===== src/rtl/sio_csr_pkg.sv =====
package sio_csr_pkg;
  localparam int DW    = 16;
  localparam int NREG  = 12;
  // register slot indices (offset = index * 4)
  localparam int RI_DLL   = 0;
  localparam int RI_DLH   = 1;
  localparam int RI_GCTL  = 2;
  localparam int RI_LCR   = 3;
  localparam int RI_MCR   = 4;
  localparam int RI_LSR   = 5;
  localparam int RI_MSR   = 6;
  localparam int RI_SCR   = 7;
  localparam int RI_IESET = 8;
  localparam int RI_IECLR = 9;
  localparam int RI_THR   = 10;
  localparam int RI_RBR   = 11;
  // access size code accepted
  localparam logic [1:0] SZ_HALF = 2'd1;
  // line status bit positions
  localparam int LB_DR   = 0;
  localparam int LB_OE   = 1;
  localparam int LB_PE   = 2;
  localparam int LB_FE   = 3;
  localparam int LB_BI   = 4;
  localparam int LB_THRE = 5;
  localparam int LB_TEMT = 6;
  localparam int LB_TFI  = 7;
  // enable bit gating the transmit interrupt
  localparam int IE_TX   = 1;
  // sticky line-status vector: {tfi, bi, fe, pe, oe}
  localparam int NSTICKY = 5;
  // plain storage registers
  localparam int NPLAIN  = 6;

  function automatic int plain_slot(input int k);
    case (k)
      0:       return RI_DLL;
      1:       return RI_DLH;
      2:       return RI_GCTL;
      3:       return RI_LCR;
      4:       return RI_MCR;
      default: return RI_SCR;
    endcase
  endfunction
endpackage


===== src/rtl/sio_csr_decode.sv =====
module sio_csr_decode
  import sio_csr_pkg::*;
#(
  parameter int ADDR_W = 8
) (
  input  logic              req,
  input  logic [ADDR_W-1:0] addr,
  input  logic [1:0]        size,
  output logic [NREG-1:0]   sel,
  output logic              err_size,
  output logic              err_addr
);
  localparam int IDX_W = ADDR_W - 2;

  logic [IDX_W-1:0] idx;
  logic             aligned;
  logic             in_range;
  logic             size_ok;
  logic             hit;

  always_comb begin
    idx      = addr[ADDR_W-1:2];
    aligned  = (addr[1:0] == 2'b00);
    in_range = (idx < IDX_W'(NREG));
    size_ok  = (size == SZ_HALF);
    hit      = req && size_ok && aligned && in_range;
    // width error has priority over address error
    err_size = req && !size_ok;
    err_addr = req && size_ok && !(aligned && in_range);
    for (int k = 0; k < NREG; k++) begin
      sel[k] = hit && (idx == IDX_W'(k));
    end
  end
endmodule


===== src/rtl/sio_csr_sticky.sv =====
module sio_csr_sticky #(
  parameter int           N   = 1,
  parameter logic [N-1:0] RST = '0
) (
  input  logic         clk,
  input  logic         rst_n,
  input  logic [N-1:0] set,
  input  logic [N-1:0] clr,
  output logic [N-1:0] q
);
  logic [N-1:0] q_d;

  // set dominates a same-cycle clear
  always_comb q_d = (q & ~clr) | set;

  always_ff @(posedge clk or negedge rst_n) begin
    if (!rst_n) q <= RST;
    else        q <= q_d;
  end
endmodule


===== src/rtl/sio_csr_plain.sv =====
module sio_csr_plain #(
  parameter int             N   = 6,
  parameter int             W   = 16,
  parameter logic [N*W-1:0] RST = '0
) (
  input  logic                clk,
  input  logic                rst_n,
  input  logic [N-1:0]        we,
  input  logic [W-1:0]        wdata,
  output logic [N-1:0][W-1:0] q
);
  for (genvar g = 0; g < N; g++) begin : g_word
    logic [W-1:0] r_q;
    logic [W-1:0] r_d;

    always_comb r_d = we[g] ? wdata : r_q;

    always_ff @(posedge clk or negedge rst_n) begin
      if (!rst_n) r_q <= RST[g*W +: W];
      else        r_q <= r_d;
    end

    assign q[g] = r_q;
  end
endmodule


===== src/rtl/sio_csr_front.sv =====
module sio_csr_front
  import sio_csr_pkg::*;
#(
  parameter int ADDR_W = 8
) (
  input  logic              clk,
  input  logic              rst_n,
  input  logic              bus_req,
  input  logic              bus_we,
  input  logic [ADDR_W-1:0] bus_addr,
  input  logic [1:0]        bus_size,
  input  logic [15:0]       bus_wdata,
  output logic              resp_valid,
  output logic [15:0]       resp_rdata,
  output logic              resp_err_size,
  output logic              resp_err_addr,
  output logic [15:0]       div_lo,
  output logic [15:0]       div_hi,
  output logic [15:0]       gctl,
  output logic [15:0]       lcr,
  output logic [15:0]       mcr,
  output logic [15:0]       int_enable,
  output logic [7:0]        tx_data,
  output logic              tx_push,
  output logic              tx_irq,
  input  logic [7:0]        rx_data,
  output logic              rx_pop,
  input  logic              rx_ready,
  input  logic              thr_empty,
  input  logic              tx_idle,
  input  logic              oe_pulse,
  input  logic              pe_pulse,
  input  logic              fe_pulse,
  input  logic              bi_pulse,
  input  logic              tfi_pulse,
  input  logic              cts_level,
  input  logic              cts_change
);
  localparam logic [NPLAIN*DW-1:0] PLAIN_RST = {{((NPLAIN-1)*DW){1'b0}}, 16'h0001};

  // decode
  logic [NREG-1:0] sel;
  logic            dec_err_size;
  logic            dec_err_addr;

  sio_csr_decode #(.ADDR_W(ADDR_W)) dec_i (
    .req      (bus_req),
    .addr     (bus_addr),
    .size     (bus_size),
    .sel      (sel),
    .err_size (dec_err_size),
    .err_addr (dec_err_addr)
  );

  logic [NREG-1:0] wsel;
  logic [NREG-1:0] rsel;
  always_comb begin
    wsel = bus_we  ? sel : '0;
    rsel = !bus_we ? sel : '0;
  end

  // plain storage
  logic [NPLAIN-1:0]         plain_we;
  logic [NPLAIN-1:0][DW-1:0] plain_q;

  always_comb begin
    for (int k = 0; k < NPLAIN; k++) plain_we[k] = wsel[plain_slot(k)];
  end

  sio_csr_plain #(.N(NPLAIN), .W(DW), .RST(PLAIN_RST)) plain_i (
    .clk   (clk),
    .rst_n (rst_n),
    .we    (plain_we),
    .wdata (bus_wdata),
    .q     (plain_q)
  );

  // sticky line status: {tfi, bi, fe, pe, oe}
  logic [NSTICKY-1:0] lsr_set;
  logic [NSTICKY-1:0] lsr_clr;
  logic [NSTICKY-1:0] lsr_sticky_q;

  always_comb begin
    lsr_set = {tfi_pulse, bi_pulse, fe_pulse, pe_pulse, oe_pulse};
    lsr_clr = wsel[RI_LSR] ? {bus_wdata[LB_TFI], bus_wdata[LB_BI], bus_wdata[LB_FE],
                              bus_wdata[LB_PE], bus_wdata[LB_OE]} : '0;
  end

  sio_csr_sticky #(.N(NSTICKY), .RST('0)) lsr_i (
    .clk   (clk),
    .rst_n (rst_n),
    .set   (lsr_set),
    .clr   (lsr_clr),
    .q     (lsr_sticky_q)
  );

  // sticky modem status change flag
  logic scts_clr;
  logic scts_q;
  always_comb scts_clr = wsel[RI_MSR] && bus_wdata[0];

  sio_csr_sticky #(.N(1), .RST(1'b0)) msr_i (
    .clk   (clk),
    .rst_n (rst_n),
    .set   (cts_change),
    .clr   (scts_clr),
    .q     (scts_q)
  );

  // enable word, transmit holding copy
  logic [DW-1:0] ier_q, ier_d;
  logic [DW-1:0] thr_q, thr_d;

  always_comb begin
    ier_d = ier_q;
    if (wsel[RI_IESET])      ier_d = ier_q | bus_wdata;
    else if (wsel[RI_IECLR]) ier_d = ier_q & ~bus_wdata;
    thr_d = wsel[RI_THR] ? bus_wdata : thr_q;
  end

  // read mux
  logic [DW-1:0] lsr_view;
  logic [DW-1:0] msr_view;
  logic [DW-1:0] rd_val;

  always_comb begin
    lsr_view          = '0;
    lsr_view[LB_DR]   = rx_ready;
    lsr_view[LB_OE]   = lsr_sticky_q[0];
    lsr_view[LB_PE]   = lsr_sticky_q[1];
    lsr_view[LB_FE]   = lsr_sticky_q[2];
    lsr_view[LB_BI]   = lsr_sticky_q[3];
    lsr_view[LB_THRE] = thr_empty;
    lsr_view[LB_TEMT] = tx_idle;
    lsr_view[LB_TFI]  = lsr_sticky_q[4];
    msr_view          = '0;
    msr_view[0]       = scts_q;
    msr_view[4]       = cts_level;

    rd_val = '0;
    for (int k = 0; k < NPLAIN; k++) begin
      if (rsel[plain_slot(k)]) rd_val = rd_val | plain_q[k];
    end
    if (rsel[RI_LSR])                  rd_val = rd_val | lsr_view;
    if (rsel[RI_MSR])                  rd_val = rd_val | msr_view;
    if (rsel[RI_IESET] | rsel[RI_IECLR]) rd_val = rd_val | ier_q;
    if (rsel[RI_THR])                  rd_val = rd_val | thr_q;
    if (rsel[RI_RBR])                  rd_val = rd_val | {8'h00, rx_data};
  end

  // response and strobe next state
  logic          resp_valid_d;
  logic [DW-1:0] resp_rdata_d;
  logic          resp_err_size_d;
  logic          resp_err_addr_d;
  logic          tx_push_d;
  logic          tx_irq_d;
  logic          rx_pop_d;

  always_comb begin
    resp_valid_d    = bus_req;
    resp_rdata_d    = rd_val;
    resp_err_size_d = dec_err_size;
    resp_err_addr_d = dec_err_addr;
    tx_push_d       = wsel[RI_THR];
    tx_irq_d        = wsel[RI_THR] && ier_q[IE_TX];
    rx_pop_d        = rsel[RI_RBR];
  end

  always_ff @(posedge clk or negedge rst_n) begin
    if (!rst_n) begin
      ier_q         <= '0;
      thr_q         <= '0;
      resp_valid    <= 1'b0;
      resp_rdata    <= '0;
      resp_err_size <= 1'b0;
      resp_err_addr <= 1'b0;
      tx_push       <= 1'b0;
      tx_irq        <= 1'b0;
      rx_pop        <= 1'b0;
    end else begin
      ier_q         <= ier_d;
      thr_q         <= thr_d;
      resp_valid    <= resp_valid_d;
      resp_rdata    <= resp_rdata_d;
      resp_err_size <= resp_err_size_d;
      resp_err_addr <= resp_err_addr_d;
      tx_push       <= tx_push_d;
      tx_irq        <= tx_irq_d;
      rx_pop        <= rx_pop_d;
    end
  end

  // outputs
  always_comb begin
    div_lo     = plain_q[0];
    div_hi     = plain_q[1];
    gctl       = plain_q[2];
    lcr        = plain_q[3];
    mcr        = plain_q[4];
    int_enable = ier_q;
    tx_data    = thr_q[7:0];
  end
endmodule


===== config.mk =====
export PLATFORM = sky130hd
export DESIGN_NAME = sio_csr_front
export DESIGN_NICKNAME = d
export VERILOG_FILES = /design/src/rtl/sio_csr_pkg.sv /design/src/rtl/sio_csr_decode.sv /design/src/rtl/sio_csr_sticky.sv /design/src/rtl/sio_csr_plain.sv /design/src/rtl/sio_csr_front.sv
export SDC_FILE = /design/constraint.sdc
export NUM_CORES = 1
export LEC_CHECK = 0
export BUFFER_PORTS_ARGS = -buffer_cell sky130_fd_sc_hd__buf_2
export CORE_MARGIN = 1
export CORE_UTILIZATION = 35
export DETAILED_ROUTE_END_ITERATION = 6
export PLACE_DENSITY = 0.57
export SLEW_MARGIN = 25
export SYNTH_ARGS = -nofsm -noshare
export SYNTH_HDL_FRONTEND = slang
export SYNTH_SLANG_ARGS = --single-unit

===== constraint.sdc =====
create_clock -name clk -period 1.8 [get_ports clk]
set_input_delay 0.36 -clock clk [delete_from_list [all_inputs] [get_ports clk]]
set_output_delay 0.36 -clock clk [all_outputs]
set_load 0.05 [all_outputs]

==> impl_metrics.ini <==
[global_routing]
grt-ovfl-total = 0
grt_max_degree = 49
grt_pass1_vias = 6154
antenna_found_initial = 0
grt_first_pass_wirelength_um = 37700
grt_use_total = 0.253

[synth]
syn_area_sq_mm = 0.00707
seq_area_frac_synth = 0.553
synth_seq_cells = 156
synth_nets = 603
synthArstFlopShare = 1.00
yosys_warnings = 0
synth_edf_count = 0
ys_types = 50
yosys_most_used_dff = dfrtp_1
syn_inst = 555
synth_area_per_cell_sq_um = 12.7

[die]
die_x_um = 144
initial_core_util = 0.359
dieArea_sq_mm = 0.0208
io_pins = 174
core_area_sq_mm = 0.0197
dieHeight_um = 144
rows = 51

[power]
p_seq_frac = 0.452
switching_share = 0.228
vdd.ir_drop.worst_mv = 0.589
p_int_mw = 6.03
p_switching_mw = 1.78
power_per_cell_area_mw_per_mm2 = 776
p_clk_frac = 0.484
power.share.combinational = 0.064
p_total_mw = 7.81
p_leak_nw = 5.34

[cells_and_area]
drive_above_1_share = 0.555
multiInputGateArea_sq_mm = 0.00315
seqCellArea_sq_mm = 0.00391
fin_cells = 1108
n_fill_cell = 1803
layout.nets = 878
fin_area_sq_mm = 0.0101
area_growth_syn_to_layout_pct = 42.4
antennaDiodeCount = 0

[outcome]
violations = negative setup slack
status = complete, but fails checks

[sta]
final.setup_skew_ns = 0.00808
min_period_ns = 1.83
tightest_slew_ns = 0.446
fin_crit_sh = 1.02
clock.fmax_mhz = 546
setup_slack_ns = -0.0318
worst_hold_slack_ns = 0.109
setup_viol = 24
drv_slew = 0
hold_viol = 0
rsz0062_at_grt = true
max_slew_margin = 0.703

[drt]
routed_wl_um = 25600
drt_iter0_markers = 423
firstDrtPassIters = 5
vias = 5914
drc = 0
ant_nets = 0
viasPerCell = 5.34
routedWlPerCell_um = 23.1

[clock_network]
cts_tree = built
path_clk_slew_ns = 0.06
htree_levels = 4
clock-sinks = 156
clkLatencyLatePin_ns = 0.43
cts_made_buffers = 17
clockBufferDepth = 2
cts_root_buf = clkbuf_16

[critical_path]
path_cells = buf_8, nor4_4, nand2_2, or4_4, nor2_4, buf_12, mux2_4
worstReg2RegEnd = resp_rdata[6]$_DFF_PN0_
rr_worst_depth = 5
r2r_slack_ns = 0.36
cp-end-kind = flip-flop
critical_path.max_fanout = 8
critical-path-max-stage-delay_ns = 0.49
reg2reg_from = plain_i.g_word[3].r_q[6]$_DFFE_PN0P_
cp.arrival_ns = 2.14
endpoint = plain_i.g_word[2].r_q[11]$_DFFE_PN0P_
cp_slowest_cell = or4_4
worstPathRequired_ns = 2.11
crit_type = primary input to flip-flop
critPathLaunch = bus_addr[7]
worstSetupStartpointType = primary input

[place]
dp_hpwl_um = 18200
portBuffers = 173
placed_cell_area_sq_mm = 0.00911
gp_congestion = 0.887
post-place-cells = 1070

[flow_run]
max-cap-violations = 0

[worst_hold_path]
hp-class = primary input to flip-flop
-- cell usage in the layout, fill, tap and decap left out, types with 6 or more instances in the layout --
| cell | n |
|---|---|
| a21o_1 | 6 |
| a222oi_1 | 8 |
| a22o_1 | 21 |
| a22oi_1 | 17 |
| a32oi_1 | 6 |
| buf_12 | 12 |
| buf_2 | 170 |
| buf_4 | 101 |
| clkbuf_16 | 19 |
| dfrtp_1 | 155 |
| inv_1 | 17 |
| mux2_2 | 82 |
| mux2_4 | 44 |
| mux2i_1 | 22 |
| nand2_1 | 48 |
| nand3_1 | 8 |
| nor2_1 | 11 |
| nor3_1 | 8 |
-- logic make-up (layout without fill, tap and decap cells) --
family,count (synthesis),count (layout),share of synthesized area
AO/OA/AOI/OAI,79,79,0.0896
AND/OR/NAND/NOR,115,115,0.0846
multiplexers,151,151,0.237
flip-flops,156,156,0.553
buffers and inverters,54,342,0.0363
-- worst min-delay path by stage --
stage,start,to,slack (ns),cells past startpoint
6_report,fe_pulse,lsr_i.q[2]$_DFF_PN0_,0.11,2
5_1_grt,fe_pulse,lsr_i.q[2]$_DFF_PN0_,0.10,2
4_1_cts,cts_change,msr_i.q$_DFF_PN0_,0.10,2
3_5_place_dp,rst_n,resp_rdata[3]$_DFF_PN0_,0.32,1
3_3_place_gp,rst_n,plain_i.g_word[1].r_q[3]$_DFFE_PN0P_,0.31,1
2_1_floorplan,rst_n,asynchronous set/reset pin,0.06,0
-- repair_timing --
item / CTS / global route
pin swaps: 0 / 2
resized for setup: 23 / 44
buffers inserted: 0 / 4
hold buffers: 1 / 0
gates cloned: 0 / 2
setup endpoints to repair: 65 / 105
endpoints found under the hold margin: 36 / 0
-- metrics by stage --
| step | setup WS [ns] | setup TNS [ns] | utilization |
|---|---|---|---|
| after floorplan | -0.575 | -42.90 | - |
| after global placement | -0.523 | -64.34 | 0.463 |
| after detailed placement | -0.533 | -64.01 | 0.463 |
| after CTS | -0.0611 | -1.23 | 0.500 |
| after global routing | -0.0662 | -1.98 | 0.512 |
| final | -0.0318 | -0.440 | 0.512 |
-- layout make-up --
type,instances,share of cell area
multi-input combinational,345,0.313
clock buffer,23,0.0485
clock inverter,9,0.0133
tap,265,0.0329
inverter,17,0.00634
timing repair buffer,293,0.198
sequential,156,0.388
-- cell usage after synthesis, types with 5 or more instances --
library cell | number | share of area
nand2_1 | 50 | 0.027
nand4_1 | 5 | 0.0044
a22o_1 | 21 | 0.026
buf_2 | 7 | 0.0050
nor3_1 | 10 | 0.0071
a222oi_1 | 8 | 0.011
mux2_2 | 126 | 0.20
a22oi_1 | 17 | 0.018
mux2i_1 | 22 | 0.031
nor2_1 | 13 | 0.0069
dfrtp_1 | 155 | 0.55
a32oi_1 | 6 | 0.0074
buf_4 | 10 | 0.011
clkbuf_1 | 16 | 0.0085
a21o_1 | 6 | 0.0064
nand3_1 | 9 | 0.0064
a21oi_1 | 5 | 0.0035
inv_1 | 17 | 0.0090
-- worst max-delay path: cells and delay by family --
kind / cells / cell delay, ns
buffers and inverters: 2 / 0.28
and+or+nand+nor: 4 / 1.18
muxes: 1 / 0.30
-- layer usage --
layer	wire length, um	vias to the layer above	global-route usage
li1	-	2588	-
met1	11700	3023	0.354
met2	11700	267	0.383
met3	1680	36	0.0536
met4	575	0	0.0969
met5	0	-	0
-- power groups by stage --
| stage | sequential (mW) | combinational (mW) | clock, mW |
|---|---|---|---|
| CTS | 3.53 | 0.487 | 3.83 |
| floorplan | 3.63 | 0.112 | 0 |
| global route | 3.53 | 0.538 | 4.00 |
| finish | 3.53 | 0.502 | 3.78 |
| global placement | 3.60 | 0.471 | 0 |
| detailed placement | 3.60 | 0.478 | 0 |
No activity file was read; power rests on OpenSTA's default activity.
